### config.mk
export PLATFORM = sky130hd
export DESIGN_NAME = tmrbank_top
export DESIGN_NICKNAME = d
export VERILOG_FILES = /design/src/rtl/tmrbank_pkg.sv /design/src/rtl/tmrbank_decode.sv /design/src/rtl/tmrbank_chan.sv /design/src/rtl/tmrbank_rdmux.sv /design/src/rtl/tmrbank_top.sv
export SDC_FILE = /design/constraint.sdc
export NUM_CORES = 1
export LEC_CHECK = 0
export ABC_AREA = 1
export BUFFER_PORTS_ARGS = -buffer_cell sky130_fd_sc_hd__buf_2
export CAP_MARGIN = 40
export CELL_PAD_IN_SITES_DETAIL_PLACEMENT = 2
export CELL_PAD_IN_SITES_GLOBAL_PLACEMENT = 2
export CORE_MARGIN = 5
export CORE_UTILIZATION = 25
export CTS_BUF_LIST = sky130_fd_sc_hd__clkbuf_16
export DETAILED_ROUTE_END_ITERATION = 12
export PLACE_DENSITY_LB_ADDON = 0.3
export SLEW_MARGIN = 30
export SYNTH_ARGS = -nofsm -noshare
export SYNTH_HDL_FRONTEND = slang
export SYNTH_SLANG_ARGS = --single-unit
### constraint.sdc
create_clock -name clk -period 2.95 [get_ports clk]
set_clock_uncertainty 0.2 [all_clocks]
set_input_delay 0 -clock clk [delete_from_list [all_inputs] [get_ports clk]]
set_output_delay 0 -clock clk [all_outputs]
set_load 0.01 [all_outputs]
### src/rtl/tmrbank_pkg.sv
package tmrbank_pkg;

    // Per-timer state: counter held or counter running
    typedef enum logic [0:0] {
        CH_OFF = 1'b0,
        CH_RUN = 1'b1
    } ch_state_e;

    // Byte offsets inside the top-level block (block index 0)
    localparam logic [4:0] OFS_GCTRL = 5'h00;
    localparam logic [4:0] OFS_REV   = 5'h10;

    // Byte offsets inside one timer's 0x20-byte block
    localparam logic [4:0] CR_CFG    = 5'h00;
    localparam logic [4:0] CR_RELOAD = 5'h04;
    localparam logic [4:0] CR_VALUE  = 5'h08;
    localparam logic [4:0] CR_OVF    = 5'h0C;
    localparam logic [4:0] CR_STAT   = 5'h10;
    localparam logic [4:0] CR_CLR    = 5'h14;
    localparam logic [4:0] CR_MASK   = 5'h18;

    // Access strobes the decoder hands to one timer
    typedef struct packed {
        logic cfg_wr;
        logic reload_wr;
        logic clr_wr;
        logic mask_wr;
        logic ovf_rd;
    } ch_acc_t;

endpackage

### src/rtl/tmrbank_decode.sv
module tmrbank_decode
    import tmrbank_pkg::*;
#(
    parameter int AW     = 8,
    parameter int NUM_CH = 4,
    localparam int BLK_W = AW - 5
) (
    input  logic             bus_sel,
    input  logic             bus_wr,
    input  logic [AW-1:0]    bus_addr,
    output logic             gctrl_wr,
    output logic             rd_en,
    output logic [BLK_W-1:0] blk,
    output logic [4:0]       sub,
    output ch_acc_t          acc_o [NUM_CH]
);

    logic aligned;
    logic wr_ok;

    always_comb begin
        aligned  = (bus_addr[1:0] == 2'b00);
        blk      = bus_addr[AW-1:5];
        sub      = bus_addr[4:0];
        wr_ok    = bus_sel && bus_wr && aligned;
        rd_en    = bus_sel && !bus_wr && aligned;
        gctrl_wr = wr_ok && (blk == '0) && (sub == OFS_GCTRL);
    end

    // Timer n occupies block index n+1 (base 0x20 + 0x20*n)
    for (genvar i = 0; i < NUM_CH; i++) begin : g_hit
        logic hit;
        always_comb begin
            hit                = (blk == BLK_W'(i + 1));
            acc_o[i].cfg_wr    = wr_ok && hit && (sub == CR_CFG);
            acc_o[i].reload_wr = wr_ok && hit && (sub == CR_RELOAD);
            acc_o[i].clr_wr    = wr_ok && hit && (sub == CR_CLR);
            acc_o[i].mask_wr   = wr_ok && hit && (sub == CR_MASK);
            acc_o[i].ovf_rd    = rd_en && hit && (sub == CR_OVF);
        end
    end

endmodule

### src/rtl/tmrbank_chan.sv
module tmrbank_chan
    import tmrbank_pkg::*;
#(
    parameter int DW = 32
) (
    input  logic          clk,
    input  logic          rst_n,
    input  logic          glob_en,
    input  logic          tick,
    input  ch_acc_t       acc,
    input  logic [DW-1:0] wdata,
    output logic          en_o,
    output logic [DW-1:0] reload_o,
    output logic [DW-1:0] snap_o,
    output logic [DW-1:0] ovf_o,
    output logic          stat_o,
    output logic          mask_o
);

    ch_state_e     st_q, st_d;
    logic          load_evt;
    logic          dec_evt;
    logic          wrap_evt;
    logic [DW-1:0] cnt_q;
    logic [DW-1:0] reload_q;
    logic [DW-1:0] snap_q;
    logic [DW-1:0] ovf_q;
    logic          stat_q;
    logic          mask_q;

    // State register
    always_ff @(posedge clk or negedge rst_n) begin
        if (!rst_n) st_q <= CH_OFF;
        else        st_q <= st_d;
    end

    // Next state: OFF_TO_RUN on enable set, RUN_TO_OFF on enable clear
    always_comb begin
        st_d     = st_q;
        load_evt = 1'b0;
        unique case (st_q)
            CH_OFF: if (acc.cfg_wr && wdata[0]) begin
                st_d     = CH_RUN;
                load_evt = 1'b1;
            end
            CH_RUN: if (acc.cfg_wr && !wdata[0]) begin
                st_d = CH_OFF;
            end
        endcase
    end

    // State-derived outputs and events
    always_comb begin
        en_o     = (st_q == CH_RUN);
        dec_evt  = (st_q == CH_RUN) && glob_en && tick;
        wrap_evt = dec_evt && (cnt_q == '0);
    end

    // Counter, wrap count and snapshot
    always_ff @(posedge clk or negedge rst_n) begin
        if (!rst_n) begin
            cnt_q  <= '0;
            ovf_q  <= '0;
            snap_q <= '0;
        end else begin
            if (load_evt || wrap_evt) cnt_q <= reload_q;
            else if (dec_evt)         cnt_q <= cnt_q - 1'b1;
            if (wrap_evt)             ovf_q <= ovf_q + 1'b1;
            if (acc.ovf_rd)           snap_q <= cnt_q;
        end
    end

    // Software-written fields and sticky status (set beats clear)
    always_ff @(posedge clk or negedge rst_n) begin
        if (!rst_n) begin
            reload_q <= '0;
            stat_q   <= 1'b0;
            mask_q   <= 1'b0;
        end else begin
            if (acc.reload_wr)              reload_q <= wdata;
            if (acc.mask_wr)                mask_q   <= wdata[0];
            if (wrap_evt)                   stat_q   <= 1'b1;
            else if (acc.clr_wr && wdata[0]) stat_q  <= 1'b0;
        end
    end

    assign reload_o = reload_q;
    assign snap_o   = snap_q;
    assign ovf_o    = ovf_q;
    assign stat_o   = stat_q;
    assign mask_o   = mask_q;


    glob_hold_chk: assert property (@(posedge clk) disable iff (!rst_n)
        (!glob_en && !load_evt) |=> $stable(cnt_q));


    load_value_chk: assert property (@(posedge clk) disable iff (!rst_n)
        load_evt |=> (cnt_q == $past(reload_q)) && (st_q == CH_RUN));


    snap_hold_chk: assert property (@(posedge clk) disable iff (!rst_n)
        !acc.ovf_rd |=> $stable(snap_q));


    wrap_count_chk: assert property (@(posedge clk) disable iff (!rst_n)
        wrap_evt |=> (ovf_q == $past(ovf_q) + 1'b1));


    set_wins_chk: assert property (@(posedge clk) disable iff (!rst_n)
        wrap_evt |=> stat_q);

endmodule

### src/rtl/tmrbank_rdmux.sv
module tmrbank_rdmux
    import tmrbank_pkg::*;
#(
    parameter int          DW     = 32,
    parameter int          NUM_CH = 4,
    parameter int          BLK_W  = 3,
    parameter logic [31:0] REV_ID = 32'h0002_0001
) (
    input  logic             rd_en,
    input  logic [BLK_W-1:0] blk,
    input  logic [4:0]       sub,
    input  logic             gen_q,
    input  logic             ch_en     [NUM_CH],
    input  logic [DW-1:0]    ch_reload [NUM_CH],
    input  logic [DW-1:0]    ch_snap   [NUM_CH],
    input  logic [DW-1:0]    ch_ovf    [NUM_CH],
    input  logic             ch_stat   [NUM_CH],
    input  logic             ch_mask   [NUM_CH],
    output logic [DW-1:0]    rd_d
);

    always_comb begin
        rd_d = '0;
        if (rd_en) begin
            if (blk == '0) begin
                if (sub == OFS_GCTRL)    rd_d = {{(DW-1){1'b0}}, gen_q};
                else if (sub == OFS_REV) rd_d = DW'(REV_ID);
            end else begin
                for (int i = 0; i < NUM_CH; i++) begin
                    if (blk == BLK_W'(i + 1)) begin
                        case (sub)
                            CR_CFG:    rd_d = {{(DW-1){1'b0}}, ch_en[i]};
                            CR_RELOAD: rd_d = ch_reload[i];
                            CR_VALUE:  rd_d = ch_snap[i];
                            CR_OVF:    rd_d = ch_ovf[i];
                            CR_STAT:   rd_d = {{(DW-1){1'b0}}, ch_stat[i]};
                            CR_MASK:   rd_d = {{(DW-1){1'b0}}, ch_mask[i]};
                            default:   rd_d = '0;
                        endcase
                    end
                end
            end
        end
    end

endmodule

### src/rtl/tmrbank_top.sv
module tmrbank_top
    import tmrbank_pkg::*;
#(
    parameter int          DW     = 32,
    parameter int          AW     = 8,
    parameter int          NUM_CH = 4,
    parameter logic [31:0] REV_ID = 32'h0002_0001,
    localparam int         BLK_W  = AW - 5
) (
    input  logic          clk,
    input  logic          rst_n,
    input  logic          cnt_tick,
    input  logic          bus_sel,
    input  logic          bus_wr,
    input  logic [AW-1:0] bus_addr,
    input  logic [DW-1:0] bus_wdata,
    output logic [DW-1:0] bus_rdata,
    output logic          irq_o
);

    logic             gctrl_wr;
    logic             rd_en;
    logic [BLK_W-1:0] blk;
    logic [4:0]       sub;
    ch_acc_t          acc [NUM_CH];
    logic             gen_q;
    logic [DW-1:0]    rd_d;

    logic             ch_en     [NUM_CH];
    logic [DW-1:0]    ch_reload [NUM_CH];
    logic [DW-1:0]    ch_snap   [NUM_CH];
    logic [DW-1:0]    ch_ovf    [NUM_CH];
    logic             ch_stat   [NUM_CH];
    logic             ch_mask   [NUM_CH];
    logic [NUM_CH-1:0] stat_vec;
    logic [NUM_CH-1:0] mask_vec;

    tmrbank_decode #(.AW(AW), .NUM_CH(NUM_CH)) u_dec (
        .bus_sel  (bus_sel),
        .bus_wr   (bus_wr),
        .bus_addr (bus_addr),
        .gctrl_wr (gctrl_wr),
        .rd_en    (rd_en),
        .blk      (blk),
        .sub      (sub),
        .acc_o    (acc)
    );

    always_ff @(posedge clk or negedge rst_n) begin
        if (!rst_n)        gen_q <= 1'b0;
        else if (gctrl_wr) gen_q <= bus_wdata[0];
    end

    for (genvar i = 0; i < NUM_CH; i++) begin : g_ch
        tmrbank_chan #(.DW(DW)) u_ch (
            .clk      (clk),
            .rst_n    (rst_n),
            .glob_en  (gen_q),
            .tick     (cnt_tick),
            .acc      (acc[i]),
            .wdata    (bus_wdata),
            .en_o     (ch_en[i]),
            .reload_o (ch_reload[i]),
            .snap_o   (ch_snap[i]),
            .ovf_o    (ch_ovf[i]),
            .stat_o   (ch_stat[i]),
            .mask_o   (ch_mask[i])
        );
        assign stat_vec[i] = ch_stat[i];
        assign mask_vec[i] = ch_mask[i];
    end

    tmrbank_rdmux #(
        .DW(DW), .NUM_CH(NUM_CH), .BLK_W(BLK_W), .REV_ID(REV_ID)
    ) u_rdmux (
        .rd_en     (rd_en),
        .blk       (blk),
        .sub       (sub),
        .gen_q     (gen_q),
        .ch_en     (ch_en),
        .ch_reload (ch_reload),
        .ch_snap   (ch_snap),
        .ch_ovf    (ch_ovf),
        .ch_stat   (ch_stat),
        .ch_mask   (ch_mask),
        .rd_d      (rd_d)
    );

    always_ff @(posedge clk or negedge rst_n) begin
        if (!rst_n) bus_rdata <= '0;
        else        bus_rdata <= rd_d;
    end

    assign irq_o = |(stat_vec & mask_vec);


    irq_src_chk: assert property (@(posedge clk) disable iff (!rst_n)
        irq_o |-> (|stat_vec));


    idle_read_chk: assert property (@(posedge clk) disable iff (!rst_n)
        !rd_en |=> (bus_rdata == '0));

endmodule

==> tab_implementation.tex <==
\begin{tabular}{lr}
\hline
Metric & Value \\
\hline
\multicolumn{2}{l}{\textbf{Die}} \\
\quad Placeable core area & roughly 0.13 sq mm \\
\quad Height of the die & approximately 360 microns \\
\quad Number of primary I/O pins & 78 \\
\quad Die Area & between 0.1 and 0.15 sq mm \\
\quad Die boundary width & between 300 and 400 microns \\
\quad Starting Density & 0.251 \\
\quad \# rows & 130 \\
\multicolumn{2}{l}{\textbf{Clock network}} \\
\quad Number of buffers inserted during clock tree synthesis & 76 \\
\quad Cell at the root of the clock tree & sky130\_fd\_sc\_hd\_\_clkbuf\_16 \\
\quad Clock latency of the later-clocked register in the worst-skew pair & 0.69 ns \\
\quad CTS Buffer Depth & 3 \\
\quad TritonCTS clock tree & built \\
\quad Clock input transition at the sequential cells of the worst setup and hold paths & 0.06 ns \\
\quad TritonCTS Sinks & roughly 560 \\
\quad Level count of the clock H-tree & 3 \\
\multicolumn{2}{l}{\textbf{Setup path}} \\
\quad Worst setup path class & input pin to register \\
\quad Crit-path cells & dlygate4sd3\_1, buf\_2, inv\_2, buf\_4, nand4\_1, o21ai\_0, nor2\_1, nand2\_1, a21oi\_1, dlygate4sd3\_1, a21oi\_1, dlygate4sd3\_1 \\
\quad Critical Path Slowest Stage Cell & sky130\_fd\_sc\_hd\_\_dlygate4sd3\_1 \\
\quad Startpoint of the worst-slack reg-to-reg timing path & gen\_q \\
\quad Critical Path End Type & register \\
\quad Origin of the worst setup path & bus\_addr[3] \\
\quad Data arrival time of the worst path & 3.23 ns \\
\quad Stage delay of the slowest cell on the critical path & approximately 0.57 ns \\
\quad Worst path most repeated cell & sky130\_fd\_sc\_hd\_\_dlygate4sd3\_1 \\
\quad Critical path peak fanout & 37 \\
\quad CP Data Required Time & $\sim$3.4 ns \\
\quad Gate family responsible for the most delay along the worst path & buffers and inverters \\
\quad Buf/Inv on CP & 6 \\
\quad Startpoint type of the worst setup path & input pin \\
\multicolumn{2}{l}{\textbf{Timing}} \\
\quad Final Max Tran Viols & 0 \\
\quad Fraction of the cycle the final worst path needs & 0.953 \\
\quad Worst relative slew slack & 0.459 \\
\quad Count of endpoints failing setup in the final report & 0 \\
\quad Count of final hold-check violations & 0 \\
\quad Worst setup slack after layout & around 0.14 ns \\
\quad Unrepaired setup endpoints after global routing & no \\
\quad Upper clock frequency limit & around 360 MHz \\
\quad Transition time at the pin with the least slew margin & approximately 0.8 ns \\
\quad Final-layout setup total negative slack & 0 ns \\
\quad Post-layout min period & 2.81 ns \\
\multicolumn{2}{l}{\textbf{Synthesis}} \\
\quad Mean post-synth cell area & between 7 and 8 sq um \\
\quad Proportion of register bits with asynchronous set or reset after synthesis & 1.00 \\
\quad Count of yosys warnings during synthesis & 0 \\
\quad Area of the mapped netlist & 0.0313 sq mm \\
\quad Distinct cell type count after synthesis & between 40 and 50 \\
\quad Dominant synthesized flop cell & sky130\_fd\_sc\_hd\_\_dfrtp\_1 \\
\quad Synthesized flop and latch total & about 560 \\
\quad Most frequent cell after synthesis & sky130\_fd\_sc\_hd\_\_nand2\_1 \\
\quad Commonest cells in the netlist & 1398 x sky130\_fd\_sc\_hd\_\_nand2\_1, 557 x sky130\_fd\_sc\_hd\_\_dfrtp\_1, 362 x sky130\_fd\_sc\_hd\_\_nor2\_1 \\
\quad Fraction of the yosys area taken by sequential cells & 0.445 \\
\quad Syn Nets & 4300 \\
\quad Leading post-synthesis cells by cell area & sky130\_fd\_sc\_hd\_\_dfrtp\_1 44\%, sky130\_fd\_sc\_hd\_\_nand2\_1 17\%, sky130\_fd\_sc\_hd\_\_xor2\_1 5.6\%, sky130\_fd\_sc\_hd\_\_nand3\_1 5.6\%, sky130\_fd\_sc\_hd\_\_o21ai\_0 5.1\% \\
\quad EDFF count, synth & 0 \\
\quad Cell accounting for the most synthesized area & sky130\_fd\_sc\_hd\_\_dfrtp\_1 \\
\quad Cells after synthesis & about 4200 \\
\quad Area fraction of the dominant cell type after synthesis & 0.445 \\
\multicolumn{2}{l}{\textbf{Finish}} \\
\quad Fraction of layout cells with a size suffix above 1 & 0.0900 \\
\quad Register cell area after layout & approximately 0.014 sq mm \\
\quad Area Growth Syn to Fin & 19.2\% \\
\quad Number of fill cells & around 15000 \\
\quad Total area of multi-input combinational cells & between 0.015 and 0.02 sq mm \\
\quad Final layout net count & 4465 \\
\multicolumn{2}{l}{\textbf{Power and ir drop}} \\
\quad Part of the power in the clock network & 0.444 \\
\quad Total power density per cell area & roughly 550 mW/mm\^{}2 \\
\quad VDD IR-drop max & approximately 380 uV \\
\quad Int Power & 13.9 mW \\
\quad Switching Power & approximately 6.7 mW \\
\quad Relative contribution of sequential cells to total power & 0.392 \\
\quad Logic pwr share & 0.164 \\
\quad Switching share of power & 0.324 \\
\quad Standby leakage power & roughly 17 nW \\
\multicolumn{2}{l}{\textbf{Drt}} \\
\quad DR pass1 iterations & 7 \\
\quad Total Routed Length & approximately 160000 microns \\
\quad Antenna Violating Nets Remaining & 0 \\
\quad Drt wl/cell & around 26 microns \\
\quad Vias per std cell & about 5.1 \\
\quad Number of design rule violations left after detail routing & 0 \\
\quad Via count of the routed design & 31300 \\
\quad Number of design-rule violations left by the first detailed-router iteration & about 2500 \\
\multicolumn{2}{l}{\textbf{Placed design}} \\
\quad DP HPWL & between 100000 and 150000 microns \\
\quad IO Port Bufs & 77 \\
\quad Routability-driven placement congestion ratio & 0.869 \\
\quad Worst slack at placement & -0.0397 ns \\
\multicolumn{2}{l}{\textbf{Min path}} \\
\quad Path type of the worst min-delay path & input pin to register \\
\quad Hold path start & bus\_wdata[3] \\
\multicolumn{2}{l}{\textbf{Run status}} \\
\quad Result of the run & completed \\
\multicolumn{2}{l}{\textbf{Global route}} \\
\quad Number of antenna violations at the first check in global routing & 14 \\
\quad Global-route wire length before repair & between 200000 and 250000 microns \\
\quad Sum of overflow across all layers after global routing & 0 \\
\quad Via count of the first global-routing pass & roughly 33000 \\
\quad Overall routing resource usage & 0.235 \\
\quad Maximum number of pins on one net before global-route repair & about 100 \\
\multicolumn{2}{l}{\textbf{Run}} \\
\quad Number of max-capacitance violations reported & 0 \\
\hline
\end{tabular}
-- cell families after synthesis --
kind of cell	synth area share
muxes	0.0108
and+or+nand+nor	0.334
DFF	0.445
adders and majority gates	0.00479
buffers and inverters	0.0653
xor gates and xnor gates	0.0618
AOI/OAI and AO/OA	0.0785
-- cells in the final DEF (no fill, tap or decap), drive strengths merged, types with 19 or more instances in the layout --
cell type,n
a21oi,48
nand3,354
o211ai,24
clkinv,42
xor2,202
o2111ai,36
dfrtp,557
o21ai,328
dlygate4sd3,62
inv,339
nand4,215
xnor2,19
clkbuf,77
nand2,1400
nor3,101
buf,219
nor2,374
mux2,30
-- repair_timing --
action / CTS / global route
hold buffers: 64 / 1
pin swaps: 0 / 1
setup buffers: 0 / 1
gates resized for setup: 1 / 6
setup endpoints to repair: 2 / 45
hold endpoints to repair: 766 / 7
-- power groups by stage --
stage                     logic [mW]  registers (mW)  clock network (mW)
after floorplan                 1.89            8.10                   0
after global placement          3.20            8.18                   0
after detailed placement        3.27            8.19                   0
after CTS                       3.36            8.06                9.34
after global routing            3.69            8.08                9.65
final                           3.38            8.06                9.12
-- path summary, 6_finish.rpt --
path,endpoint,slack [ns],cells past startpoint
setup / recovery,bus_rdata[0],0.14,12
max in group asynchronous,g_ch[2].u_ch.snap_o[14],1.57,4
hold / removal,g_ch[1].u_ch.reload_o[3],0.11,4
hold reg to reg,g_ch[3].u_ch.snap_o[12],0.29,2
setup reg to reg,g_ch[0].u_ch.cnt_q[0],0.21,11
min in group asynchronous,g_ch[0].u_ch.cnt_q[12],0.34,4
-- state kept, by name, summed over array words and instances (netlist names), named ones only --
register            flops
g_ch.u_ch.snap_o      128
g_ch.u_ch.ovf_o       128
g_ch.u_ch.cnt_q       128
g_ch.u_ch.stat_o        4
gen_q                   1
bus_rdata              32
g_ch.u_ch.reload_o    128
g_ch.u_ch.mask_o        4
-- worst reg2reg max path: cells and delay by family, from the launching register on --
kind / cells / cell delay (ns)
flops: 1 / 0.37
buf+inv: 3 / 0.62
compound gates: 1 / 0.15
simple gates: 7 / 1.29
-- metrics by stage --
stage           util  hold WS, ns  instances  power (mW)  instance area [sq um]
2_1_floorplan      -       -0.496       4243        9.99                  31300
3_3_place_gp   0.274       -0.251       5914        11.4                  34200
3_5_place_dp   0.274       -0.250       5914        11.5                  34300
4_1_cts        0.298       0.0521       6117        20.8                  37300
5_1_grt        0.299        0.131       6120        21.4                  37400
6_report       0.299        0.108       6128        20.6                  37400
-- per-layer routing --
| layer | part of all wire | vias to the layer above | global-route usage |
|---|---|---|---|
| li1 | - | 14200 | - |
| met1 | 0.47 | 16100 | 0.337 |
| met5 | 0.00025 | - | 0 |
| met2 | 0.44 | 791 | 0.360 |
| met4 | 0.027 | 6 | 0.0657 |
| met3 | 0.065 | 182 | 0.0449 |
-- cell type report --
class                           count  share of cell area
Sequential cell                   557               0.373
Tap cell                         1650              0.0552
Antenna cell                        9            0.000603
Clock inverter                     62              0.0119
Timing Repair Buffer              282              0.0617
Multi-Input combinational cell   3166               0.413
Clock buffer                       77              0.0516
Inverter                          325              0.0328
(Power assumes the default switching activity.)
